### config.mk
export PLATFORM = sky130hd
export DESIGN_NAME = exu_top
export DESIGN_NICKNAME = d
export VERILOG_FILES = /design/src/rtl/exu_pkg.sv /design/src/rtl/exu_ctrl.sv /design/src/rtl/exu_datapath.sv /design/src/rtl/exu_top.sv
export SDC_FILE = /design/constraint.sdc
export NUM_CORES = 1
export LEC_CHECK = 0
export BUFFER_PORTS_ARGS = -buffer_cell sky130_fd_sc_hd__buf_2
export CAP_MARGIN = 20
export CELL_PAD_IN_SITES_DETAIL_PLACEMENT = 1
export CELL_PAD_IN_SITES_GLOBAL_PLACEMENT = 1
export CORE_MARGIN = 2
export CORE_UTILIZATION = 47
export DETAILED_ROUTE_END_ITERATION = 6
export GPL_TIMING_DRIVEN = 0
export MAX_ROUTING_LAYER = met4
export PLACE_DENSITY = 0.92
export REMOVE_ABC_BUFFERS = 1
export SYNTH_ARGS = -nofsm -noshare
export SYNTH_HDL_FRONTEND = slang
export SYNTH_HIERARCHICAL = 1
export SYNTH_SLANG_ARGS = --single-unit
### constraint.sdc
create_clock -name clk -period 6.5 [get_ports clk]
set_input_delay 0 -clock clk [delete_from_list [all_inputs] [get_ports clk]]
set_output_delay 0 -clock clk [all_outputs]
set_load 0.05 [all_outputs]
### src/rtl/exu_pkg.sv
package exu_pkg;
  localparam int OP_W = 4;

  typedef enum logic [OP_W-1:0] {
    OP_SLT    = 4'd0,
    OP_SLTU   = 4'd1,
    OP_ADDT   = 4'd2,
    OP_ADDW   = 4'd3,
    OP_SUBT   = 4'd4,
    OP_SUBW   = 4'd5,
    OP_SHL    = 4'd6,
    OP_SHRL   = 4'd7,
    OP_SHRA   = 4'd8,
    OP_SHL32  = 4'd9,
    OP_SHRL32 = 4'd10,
    OP_SHRA32 = 4'd11
  } exuOp_e;

  // strobes from control to datapath / writeback
  typedef struct packed {
    logic legal;
    logic needWide;
    logic selSlt;
    logic cmpUnsigned;
    logic selAdd;
    logic selSub;
    logic selShift;
    logic shLeft;
    logic shArith;
    logic plus32;
    logic trapOvf;
  } exuStrobe_t;
endpackage

### src/rtl/exu_ctrl.sv
module exu_ctrl
  import exu_pkg::*;
(
  input  logic [OP_W-1:0] opSel,
  output exuStrobe_t      strb
);
  always_comb begin
    strb = '0;
    strb.legal = 1'b1;
    case (opSel)
      OP_SLT:  strb.selSlt = 1'b1;
      OP_SLTU: begin strb.selSlt = 1'b1; strb.cmpUnsigned = 1'b1; end
      OP_ADDT: begin strb.selAdd = 1'b1; strb.trapOvf = 1'b1; strb.needWide = 1'b1; end
      OP_ADDW: begin strb.selAdd = 1'b1; strb.needWide = 1'b1; end
      OP_SUBT: begin strb.selSub = 1'b1; strb.trapOvf = 1'b1; strb.needWide = 1'b1; end
      OP_SUBW: begin strb.selSub = 1'b1; strb.needWide = 1'b1; end
      OP_SHL:  begin strb.selShift = 1'b1; strb.shLeft = 1'b1; strb.needWide = 1'b1; end
      OP_SHRL: begin strb.selShift = 1'b1; strb.needWide = 1'b1; end
      OP_SHRA: begin strb.selShift = 1'b1; strb.shArith = 1'b1; strb.needWide = 1'b1; end
      OP_SHL32: begin
        strb.selShift = 1'b1; strb.shLeft = 1'b1; strb.plus32 = 1'b1; strb.needWide = 1'b1;
      end
      OP_SHRL32: begin
        strb.selShift = 1'b1; strb.plus32 = 1'b1; strb.needWide = 1'b1;
      end
      OP_SHRA32: begin
        strb.selShift = 1'b1; strb.shArith = 1'b1; strb.plus32 = 1'b1; strb.needWide = 1'b1;
      end
      default: strb.legal = 1'b0;
    endcase
  end
endmodule

### src/rtl/exu_datapath.sv
module exu_datapath
  import exu_pkg::*;
#(
  parameter int DATA_W  = 64,
  parameter int SHAMT_W = 5
) (
  input  exuStrobe_t        strb,
  input  logic [DATA_W-1:0] opA,
  input  logic [DATA_W-1:0] opB,
  input  logic [SHAMT_W-1:0] shAmt,
  output logic [DATA_W-1:0] rawResult,
  output logic              sumOvf
);
  localparam int AMT_W  = $clog2(DATA_W);
  localparam int STAGES = AMT_W;
  localparam int HALF   = DATA_W / 2;

  // add / subtract
  logic [DATA_W-1:0] sumVal;
  logic [DATA_W-1:0] diffVal;
  logic addOvf;
  logic subOvf;

  assign sumVal  = opA + opB;
  assign diffVal = opA - opB;

  assign addOvf = (opA[DATA_W-1] == opB[DATA_W-1]) && (sumVal[DATA_W-1] != opA[DATA_W-1]);

  always_comb begin
    subOvf = 1'b0;
    if ($signed(opB) < 0 && $signed(diffVal) < $signed(opA)) subOvf = 1'b1;
    if ($signed(opB) > 0 && $signed(diffVal) > $signed(opA)) subOvf = 1'b1;
  end

  assign sumOvf = strb.selAdd ? addOvf : (strb.selSub ? subOvf : 1'b0);

  // comparison
  logic lessThan;
  assign lessThan = strb.cmpUnsigned ? (opA < opB) : ($signed(opA) < $signed(opB));

  // barrel shifter: right shifter, left shift by reversal
  logic [AMT_W-1:0] effAmt;
  assign effAmt = AMT_W'(shAmt) + (strb.plus32 ? AMT_W'(HALF) : AMT_W'(0));

  function automatic logic [DATA_W-1:0] bitRev(input logic [DATA_W-1:0] v);
    logic [DATA_W-1:0] r;
    for (int k = 0; k < DATA_W; k++) r[k] = v[DATA_W-1-k];
    return r;
  endfunction

  logic fillBit;
  logic [DATA_W-1:0] stage [0:STAGES];
  assign fillBit  = strb.shArith & opB[DATA_W-1];
  assign stage[0] = strb.shLeft ? bitRev(opB) : opB;

  for (genvar i = 0; i < STAGES; i++) begin : g_shStage
    localparam int SH = 1 << i;
    assign stage[i+1] = effAmt[i] ? {{SH{fillBit}}, stage[i][DATA_W-1:SH]} : stage[i];
  end

  logic [DATA_W-1:0] shiftVal;
  assign shiftVal = strb.shLeft ? bitRev(stage[STAGES]) : stage[STAGES];

  // result select
  always_comb begin
    rawResult = '0;
    if (strb.selSlt)        rawResult = {{(DATA_W-1){1'b0}}, lessThan};
    else if (strb.selAdd)   rawResult = sumVal;
    else if (strb.selSub)   rawResult = diffVal;
    else if (strb.selShift) rawResult = shiftVal;
  end
endmodule

### src/rtl/exu_top.sv
module exu_top
  import exu_pkg::*;
#(
  parameter int DATA_W  = 64,
  parameter int SHAMT_W = 5
) (
  input  logic               clk,
  input  logic               rstN,
  input  logic [OP_W-1:0]    opSel,
  input  logic [DATA_W-1:0]  opA,
  input  logic [DATA_W-1:0]  opB,
  input  logic [SHAMT_W-1:0] shAmt,
  input  logic               wideEn,
  output logic [DATA_W-1:0]  result,
  output logic               wrEn,
  output logic               ovfExc,
  output logic               rsvdExc
);
  exuStrobe_t strb;
  logic [DATA_W-1:0] rawResult;
  logic sumOvf;

  exu_ctrl u_ctrl (
    .opSel (opSel),
    .strb  (strb)
  );

  exu_datapath #(.DATA_W(DATA_W), .SHAMT_W(SHAMT_W)) u_dp (
    .strb      (strb),
    .opA       (opA),
    .opB       (opB),
    .shAmt     (shAmt),
    .rawResult (rawResult),
    .sumOvf    (sumOvf)
  );

  logic rsvdNow;
  logic ovfNow;
  logic wrNow;
  assign rsvdNow = !strb.legal || (strb.needWide && !wideEn);
  assign ovfNow  = strb.trapOvf && sumOvf && !rsvdNow;
  assign wrNow   = !rsvdNow && !ovfNow;

  always_ff @(posedge clk) begin
    if (!rstN) begin
      result  <= '0;
      wrEn    <= 1'b0;
      ovfExc  <= 1'b0;
      rsvdExc <= 1'b0;
    end else begin
      result  <= wrNow ? rawResult : '0;
      wrEn    <= wrNow;
      ovfExc  <= ovfNow;
      rsvdExc <= rsvdNow;
    end
  end

  // an exception blocks the write and zeroes the result
  assert_wr_excl_R13: assert property (@(posedge clk) disable iff (!rstN)
    (ovfExc || rsvdExc) |-> (!wrEn && result == '0));
  assert_one_exc_R13: assert property (@(posedge clk) disable iff (!rstN)
    !(ovfExc && rsvdExc));
  // overflow only from checked add or subtract
  assert_ovf_source_R6: assert property (@(posedge clk) disable iff (!rstN)
    (!$past(!rstN) && ovfExc) |-> ($past(opSel) == OP_ADDT || $past(opSel) == OP_SUBT));
  // doubleword code with mode off is refused
  assert_rsvd_mode_R7: assert property (@(posedge clk) disable iff (!rstN)
    ($past(rstN) && !$past(wideEn) && $past(opSel) >= 4'd2 && $past(opSel) <= 4'd11) |-> rsvdExc);
  // unused codes are refused
  assert_undef_R12: assert property (@(posedge clk) disable iff (!rstN)
    ($past(rstN) && $past(opSel) >= 4'd12) |-> (rsvdExc && !wrEn));
  // comparisons produce a single bit
  assert_slt_bit_R2: assert property (@(posedge clk) disable iff (!rstN)
    ($past(rstN) && $past(opSel) <= 4'd1) |-> (wrEn && result[DATA_W-1:1] == '0));
endmodule

* Word-level counts from Yosys, hierarchy flattened
Index checks and enable logic that the tools add are counted.
** Storage, ports and cells
- Register bits :: 67
- Word-level logic and storage cells :: 84
- Output and inout port bits :: 67
** Operators by class
- Reduce and logical (&&, ||, !) cells :: 25
- Mux-type cells :: 29
- Eq/ne operators :: 13
- Order comparisons :: 6
- Add/sub/neg operators :: 3
- Bitwise logic cells :: 3
** Operators by type and width (number)
- $mux 64 :: 11
- $lt 64x64->1 :: 3
- $add 64x64->64 :: 1
- $gt 64x1->1 const B :: 1
- $gt 64x64->1 :: 1
- $lt 64x1->1 const B :: 1
- $sub 64x64->64 :: 1
- $mux 1 :: 17
- $eq 4x3->1 const B :: 4
- $eq 4x4->1 const B :: 4
- $reduce_or 12->1 :: 1
- $reduce_or 2->1 :: 6
- $reduce_or 10->1 :: 1
- $eq 4x2->1 const B :: 2
- $logic_and 1x1->1 :: 7
- $add 5x6->6 :: 1
- $mux 6 :: 1
- $reduce_or 3->1 :: 2
- $reduce_or 6->1 :: 1
- $eq 4x1->1 const B :: 1
- $logic_not 1->1 :: 4
- $logic_not 4->1 :: 1
- $not 1->1 :: 2
- $reduce_and 2->1 :: 1
- 4 further kinds :: 4

* Depth between registers and ports, before layout
Gate-level depths: netlist of run 1.
- Depth after elaboration :: 16
- Depth in mapped cells :: 31

* Modules after synthesis
Netlist of run 1, hierarchy kept.
** By module, submodules not included
- exu_datapath :: times used 1, cells each 2557, area each 18396.4 um^2
- exu_top :: times used 1, cells each 159, area each 2457.4 um^2
- exu_ctrl :: times used 1, cells each 21, area each 162.7 um^2

* Worst setup path before layout of run 1
Ideal clock, no wire load.
- Path kind :: input-to-reg
- From :: input opB[6]
- To :: register result[25]
- Stages :: 31
- Required time :: 6.413 ns
- Path slack :: 1.364 ns
- Arrival time :: 5.048 ns
- Path buffers :: 4
- Path through :: clkbuf_1 > inv_1 > ha_1 > buf_4 > and4_1 > nand4_1 > a221o_1 > a31oi_4 > a31o_2 > a41oi_2 > o211a_1 > nor4_1 > o211ai_1 > nand2b_1 > xor2_1 > ha_1 > nand4_1 > nor2_1 > nand2_1 > nor4_1 > nand2_1 > a31oi_1 > a2111oi_0 > nand4_1 > xnor2_1 > mux2i_1 > o211ai_1 > and2_4 > buf_6 > buf_4 > nor4b_2
** On the way
- Cells in the longest elaborated chain, start to end :: 13
** Ends and longest elaborated chain
- start, declared :: line exu_top.sv:11 : input logic [DATA_W-1:0] opB,
- $sub 64x64->64 :: line exu_datapath.sv:25 : assign diffVal = opA - opB;
- $lt 64x64->1 :: line exu_datapath.sv:31 : if ($signed(opB) < 0 && $signed(diffVal) < $signed(opA)) subOvf = 1'b1;
- $logic_and 1x1->1 :: line exu_datapath.sv:31
- $mux 1 :: line exu_datapath.sv:31
- $mux 1 :: line exu_datapath.sv:32 : if ($signed(opB) > 0 && $signed(diffVal) > $signed(opA)) subOvf = 1'b1;
- $mux 1 :: line exu_datapath.sv:35 : assign sumOvf = strb.selAdd ? addOvf : (strb.selSub ? subOvf : 1'b0);
- $mux 1 * :: line exu_datapath.sv:35
- net sumOvf :: line exu_top.sv:21 : logic sumOvf;
- $logic_and 1x1->1 * (2 in series) :: line exu_top.sv:41 : assign ovfNow = strb.trapOvf && sumOvf && !rsvdNow;
- $logic_not 1->1 * :: line exu_top.sv:42 : assign wrNow = !rsvdNow && !ovfNow;
- $logic_and 1x1->1 * :: line exu_top.sv:42
- $not 1->1 (no source line) *
- $reduce_or 3->1 (no source line) *
- end signal, assigned :: line exu_top.sv:51 : result <= wrNow ? rawResult : '0;
- end, declared :: line exu_top.sv:14 : output logic [DATA_W-1:0] result,
The timed path passes the listed nets; every way through them passes the cells marked *.
A chain may end at the register's enable or synchronous reset.

* Final worst setup path of run 1
- From :: input opB[12]
- To :: register ovfExc
** On the way
- Cells in the longest elaborated chain, start to end :: 9
** Ends and longest elaborated chain
- $sub 64x64->64 :: line exu_datapath.sv:25
- $lt 64x64->1 :: line exu_datapath.sv:31
- $logic_and 1x1->1 :: line exu_datapath.sv:31
- $mux 1 :: line exu_datapath.sv:31
- $mux 1 :: line exu_datapath.sv:32
- $mux 1 :: line exu_datapath.sv:35
- $mux 1 * :: line exu_datapath.sv:35
- net sumOvf :: line exu_top.sv:21
- $logic_and 1x1->1 * (2 in series) :: line exu_top.sv:41
- end signal, assigned :: line exu_top.sv:53 : ovfExc <= ovfNow;
- end, declared :: line exu_top.sv:16 : output logic ovfExc,
Marks and branches as above.

==> results.sh, run 1 <==
export IMPL_wl_per_cell_um=33.2
export IMPL_synth_fa_ha_area_share_pct=11.8
export IMPL_cp_required_ps=6790
export IMPL_slew_headroom_pct=18.5
export IMPL_initial_core_util_pct=47.5
export IMPL_drc=0
export IMPL_core_area_sq_um=44200
export IMPL_fmax_mhz=156
export IMPL_place_area_sq_um=22200
export IMPL_finalWeightedCongestion=1.04
export IMPL_crit_arrival_ps=6690
export IMPL_leakagePower_uw=0.00945
export IMPL_synth_top_family_by_area="compound AO/OA/AOI/OAI gates"
export IMPL_clk_pin_slew_ps=70
export IMPL_ioPinCount=207
export IMPL_dieHeight_um=215
export IMPL_synthFlopType="dfxtp_1"
export IMPL_fillers=5493
export IMPL_synth_compound_area_share_pct=27.8
export IMPL_yosys_warnings=6
export IMPL_final_cell_mix="260 x a21oi_1, 246 x nor2_1, 206 x nand2_1, 200 x inv_1, 195 x buf_2"
export IMPL_syn_inst=2737
export IMPL_syn2layout_area_growth_pct=10.1
export IMPL_finalInstanceArea_sq_um=23100
export IMPL_min_path_type="primary input to flip-flop"
export IMPL_finalCriticalPeriod_ps=6400
export IMPL_ir_drop_mv=0.107
export IMPL_die_x_um=215
export IMPL_drive_gt1_share_pct=21.4
export IMPL_clockBufferDepth=2
export IMPL_tightestPinTransition_ps=1210
export IMPL_ys_seq_elements=67
export IMPL_nNetsFinal=3109
export IMPL_cap_violations=0
export IMPL_avgSynthCellArea_sq_um=7.68
export IMPL_cts_buffers=9
export IMPL_synth_enable_flop_cells=0
export IMPL_place_hpwl_um=87100
export IMPL_critPathMaxFanout=12
export IMPL_root_buffer="clkbuf_16"
export IMPL_seq_area_frac_synth_pct=6.38
export IMPL_synth_area_sq_um=21000
export IMPL_grtUsageTotal_pct=47.4
export IMPL_grt_pass1_wl_um=161000
export IMPL_min_path_cells=3
export IMPL_wl_um=112000
export IMPL_status="complete, no violations"
export IMPL_power_density_nw_per_um2=159
export IMPL_grt_pass1_vias=24000
export IMPL_dr_pass1_iters=7
export IMPL_drt_iter0_drc=3318
export IMPL_tritoncts="built"
export IMPL_async_flop_share_pct=0
export IMPL_cts_max_level=3
export IMPL_ant_nets=0
export IMPL_min_from="wideEn"
export IMPL_min_period_over_period_pct=98.4
export IMPL_rsz0062_at_grt="no"
export IMPL_end_kind="flip-flop"
export IMPL_dieArea_sq_um=46400
export IMPL_cts_sinks=67
export IMPL_vias=24500
export IMPL_antenna_found_initial=4
export IMPL_hold_violations=0
export IMPL_synth_simple_area_share_pct=20.6
export IMPL_multiInputGateArea_sq_um=18200
export IMPL_grt_max_degree=91
export IMPL_synth_xor_area_share_pct=4.42
export IMPL_synthMuxAreaShare_pct=20.0
export IMPL_grt_overflow_total=0
export IMPL_fin_util_pct=52.3
export IMPL_final_common_cell="a21oi_1"
export IMPL_port_buffers=206
export IMPL_netlist_cell_type_count=108
export IMPL_min_to="rsvdExc"
export IMPL_routed_via_density=7.25
export IMPL_finalMaxSlewViolations=0
export IMPL_crit_type="primary input to flip-flop"
export IMPL_fp_row_count=77
export IMPL_seqCellArea_sq_um=1340
export IMPL_setup_viol=0
export IMPL_start_kind="primary input"
power by group:
| part | leakage [uW] | switching, uW | internal, uW |
|---|---|---|---|
| Clock | 0.000158 | 242 | 324 |
| Combinational | 0.00874 | 1750 | 927 |
| Sequential | 0.000546 | 7.43 | 435 |
| Total | 0.00945 | 2000 | 1690 |
worst max-delay path by stage:
| stage | start | to | slack [ps] | cells past startpoint |
|---|---|---|---|---|
| 3_5_place_dp | opB[20] | ovfExc | -1790 | 28 |
| 4_1_cts | opB[4] | result[59] | 20 | 28 |
| 2_1_floorplan | opSel[3] | result[7] | -8640 | 14 |
| 5_1_grt | opB[6] | result[27] | 20 | 29 |
| 3_3_place_gp | opSel[3] | result[12] | -16050 | 16 |
| 6_report | opB[12] | ovfExc | 100 | 27 |
routing by layer:
| layer | global-route usage [%] | wire [um] | up-vias |
|---|---|---|---|
| li1 | - | - | 10300 |
| met4 | 25.7 | 7600 | 0 |
| met3 | 11.3 | 11700 | 386 |
| met2 | 71.0 | 48300 | 1654 |
| met1 | 59.0 | 44400 | 12100 |
| met5 | - | 0 | - |
what timing repair did:
item,in CTS,in global routing
endpoints found under the setup margin,66,66
hold buffers,1,0
buffers inserted,9,1
endpoints found under the hold margin,1,0
cloned,3,2
gates resized for setup,56,32
pin swaps,7,2
synthesized netlist by cell type (45+ instances only):
master | count | share of area (%)
nor4_1 | 45 | 1.3
mux4_2 | 113 | 12
a211oi_1 | 53 | 1.9
ha_1 | 195 | 12
mux2i_1 | 98 | 4.7
nand2_1 | 210 | 3.8
clkbuf_1 | 114 | 2.0
xnor2_1 | 98 | 4.1
a21oi_1 | 260 | 6.2
o21ai_0 | 143 | 3.4
dfxtp_1 | 67 | 6.4
nor2_1 | 249 | 4.4
inv_1 | 204 | 3.6
nor4b_2 | 45 | 3.2
mux2_2 | 57 | 3.1
critical path, stage by stage:
cell and delay [ps]:
buf_2 350, clkinvlp_4 240, ha_4 410, nand4_1 140
a221o_2 420, a31oi_4 290, a31o_2 300, a41oi_4 210
o32a_1 490, a21oi_1 310, nor2_1 110, xnor2_1 160
ha_1 360, nand4_1 120, nor2_2 200, nand2_2 140
nor4_4 220, nand2_2 200, a31oi_4 300, a2111oi_4 100
nand4_1 170, xnor2_1 160, mux2i_1 110, o211ai_1 250
buf_4 250, and2_4 400, nor3b_1 220
metrics by stage:
stage	worst slack (ps)	instances	hold slack, ps	power [uW]	TNS [ps]
5_1_grt	16.5	3373	89.8	3820	0
3_5_place_dp	-1790	3335	256	2930	-113950
3_3_place_gp	-16050	3314	218	2860	-983300
6_report	102	3375	99.0	3690	0
4_1_cts	15.5	3364	70.6	3550	0
2_1_floorplan	-8640	2516	118	2030	-524690
cell families (layout without fill, tap and decap cells):
family          Yosys count  in the layout
simple gates            797            802
xor+xnor                106            106
fa+ha+maj               197            197
mux                     270            270
compound gates          865            865
other cells               0              6
flops                    67             67
buf+inv                 435            470
layout make-up:
class	count	share of cell area (%)
tap	592	3.20
sequential	67	5.80
multi-input combinational	2240	78.8
clock buffer	11	1.09
clock inverter	5	0.281
inverter	214	3.50
antenna	6	0.0649
timing repair buffer	240	7.29
state kept, by name, summed over array words and instances (netlist names):
name and count:
result 64, ovfExc 1, rsvdExc 1, wrEn 1
(Power assumes the default switching activity.)
==> run 2, diff against run 1 <==
ABC_AREA = 1   (was default)
CORE_UTILIZATION = 42   (was 47)
PLACE_DENSITY = 0.91   (was 0.92)
==> run 2 against run 1 <==
The flow now finishes with violations (DRC). Worst hold slack better by 48 ps. Die area grew 14%. Synthesized area grew 2.2%. Non-clock buffer count down 12. Total power shrank 5.1%. First-iteration DRC count up 22%. Worst setup slack lost 55 ps. Clock power is 2% higher. Sequential share of layout area is essentially flat. Sequential power barely moved. Combinational power fell by 7.5%. Wire length is 17% higher. Largest power group unchanged.
==> results.sh, run 2 <==
export IMPL_status="complete, but fails checks"
export IMPL_violations="DRC"
export IMPL_dr_pass1_iters=7
export IMPL_crit_arrival_ps=6750
export IMPL_ioPinCount=207
export IMPL_cpLargestDelayFamily="simple AND/OR/NAND/NOR gates"
export IMPL_yosysMostFrequentCell="nand3_1"
export IMPL_synth_xor_area_share_pct=1.18
export IMPL_grt_max_degree=78
export IMPL_dp_slack_ps=-397
export IMPL_dieArea_sq_um=53000
export IMPL_grt_pass1_wl_um=185000
export IMPL_yosysTopAreaCellShare_pct=23.3
export IMPL_finalWeightedCongestion=1.12
export IMPL_yosys_warnings=6
export IMPL_largest_reg_flops=64
export IMPL_min_to="wrEn"
export IMPL_die_x_um=230
export IMPL_async_flop_share_pct=0
export IMPL_drt_iter0_drc=4054
export IMPL_cts_sinks=67
export IMPL_clockBufferDepth=2
export IMPL_vias=30100
export IMPL_finalMaxSlewViolations=0
export IMPL_synthTopCellsByCount="1000 x nand3_1, 858 x nand2_1, 573 x inv_1, 349 x nor2_1, 239 x a21oi_1"
export IMPL_routed_via_density=6.29
export IMPL_place_hpwl_um=109000
export IMPL_end_kind="flip-flop"
export IMPL_synth_top_family_by_area="simple AND/OR/NAND/NOR gates"
export IMPL_largest_register="result"
export IMPL_report_power_total_uw=3500
export IMPL_hold_violations=0
export IMPL_min_path_type="primary input to flip-flop"
export IMPL_synth_compound_area_share_pct=13.9
export IMPL_slew_headroom_pct=25.1
export IMPL_initial_core_util_pct=42.7
export IMPL_use_met2_pct=69.7
export IMPL_grt_pass1_vias=28100
export IMPL_leakagePower_uw=0.0115
export IMPL_fmax_mhz=155
export IMPL_grt_busiest_layer="met2"
export IMPL_core_area_sq_um=50300
export IMPL_final_common_cell="nand3_1"
export IMPL_drive_gt1_share_pct=9.36
export IMPL_crit_cells=29
export IMPL_timing_critical_path_mode_cell="nand2_1"
export IMPL_tritoncts="built"
export IMPL_power_density_nw_per_um2=151
export IMPL_cp_required_ps=6800
export IMPL_path_buf_inv=4
export IMPL_synth_area_sq_um=21500
export IMPL_crit_type="primary input to flip-flop"
export IMPL_clk_pin_slew_ps=80
export IMPL_cts_buffers=9
export IMPL_finalCriticalPeriod_ps=6450
export IMPL_root_buffer="clkbuf_16"
export IMPL_ys_seq_elements=67
export IMPL_final_cell_mix="1000 x nand3_1, 854 x nand2_1, 568 x inv_1, 343 x nor2_1, 239 x a21oi_1"
export IMPL_seq_area_frac_synth_pct=6.24
export IMPL_min_period_over_period_pct=99.3
export IMPL_min_path_cells=5
export IMPL_wl_um=131000
export IMPL_synthMuxAreaShare_pct=0
export IMPL_fin_tns_setup_ps=0
export IMPL_use_met1_pct=59.2
export IMPL_ant_nets=0
export IMPL_min_from="wideEn"
export IMPL_fin_ws_ps=46.2
export IMPL_synth_enable_flop_cells=0
export IMPL_netlist_cell_type_count=48
export IMPL_dieHeight_um=230
export IMPL_drc=1
export IMPL_fp_row_count=82
export IMPL_cap_violations=0
export IMPL_slowest_delay_ps=530
export IMPL_grtUsageTotal_pct=48.9
export IMPL_synthFlopType="dfxtp_1"
export IMPL_use_met3_pct=13.6
export IMPL_wl_per_cell_um=27.4
export IMPL_start_kind="primary input"
export IMPL_cts_max_level=3
export IMPL_synth_fa_ha_area_share_pct=11.5
export IMPL_slowest_stage="fa_1"
export IMPL_tightestPinTransition_ps=1120
export IMPL_yosys_area_top_type="nand3_1"
export IMPL_rsz0062_at_grt="no"
export IMPL_syn_inst=4056
export IMPL_port_buffers=206
export IMPL_synth_simple_area_share_pct=51.9
export IMPL_avgSynthCellArea_sq_um=5.30
export IMPL_syn2layout_area_growth_pct=7.73
export IMPL_grt_overflow_total=0
export IMPL_setup_viol=0
export IMPL_critPathMaxFanout=54
export IMPL_ir_drop_mv=0.130
export IMPL_antenna_found_initial=3
export IMPL_nNetsFinal=4434
export IMPL_synthTopCellsByArea="nand3_1 23%, nand2_1 15%, ha_1 11%"
[run 2: cell count changes after synthesis, moves of 98 or more]
cell and delta:
inv_1 +369, mux2i_1 -98, mux4_2 -113, nand2_1 +648
nand3_1 +966, nor2_1 +100, xnor2_1 -98
[run 2: final cells by class]
| class | count | area [sq um] |
|---|---|---|
| Antenna cell | 6 | 15.0 |
| Inverter | 590 | 2220 |
| Timing Repair Buffer | 228 | 1470 |
| Clock inverter | 7 | 83.8 |
| Tap cell | 672 | 841 |
| Clock buffer | 9 | 225 |
| Fill cell | 7436 | 27100 |
| Sequential cell | 67 | 1340 |
| Multi-Input combinational cell | 3201 | 16900 |
[run 2: where the power goes]
| part | internal [uW] | switching [uW] | total, uW |
|---|---|---|---|
| Sequential | 433 | 7.54 | 440 |
| Clock | 305 | 272 | 576 |
| Combinational | 662 | 1820 | 2480 |
[run 2: what timing repair did]
action,4_1_cts,5_1_grt
hold buffers,2,0
buffers inserted,0,0
hold endpoints to repair,2,0
gates resized for setup,2,3
setup endpoints to repair,11,54
[run 2: stage by stage]
stage / cell area, sq um / cells / hold slack (ps) / utilization [%]
3_3_place_gp: 22300 / 4736 / 265 / 44.3
5_1_grt: 23100 / 4779 / 202 / 46.0
6_report: 23100 / 4780 / 147 / 46.0
3_5_place_dp: 22700 / 4752 / 302 / 45.1
4_1_cts: 23000 / 4770 / 147 / 45.8
2_1_floorplan: 20400 / 3858 / 132 / -
[run 2: cells by family (layout without fill, tap and decap cells)]
family / Yosys count / in the layout
xor+xnor: 29 / 29
buf+inv: 788 / 834
flops: 67 / 67
fa+ha+maj: 197 / 197
compound gates: 538 / 538
other cells: 0 / 6
simple gates: 2437 / 2437
[run 2: how the worst max path moves through the flow]
stage | start | end | slack, ps
floorplan | opSel[2] | result[0] | 860
CTS | opB[6] | result[27] | 180
global route | opB[0] | result[58] | 60
global placement | opSel[2] | result[57] | -3200
detailed placement | opB[6] | result[27] | -400
finish | opB[0] | result[58] | 50
[run 2: routing by layer]
metal  part of all wire (%)  wire length [um]
met5                      0                 0
met2                     40             53100
met4                    8.6             11300
met1                     39             51100
met3                     12             15700
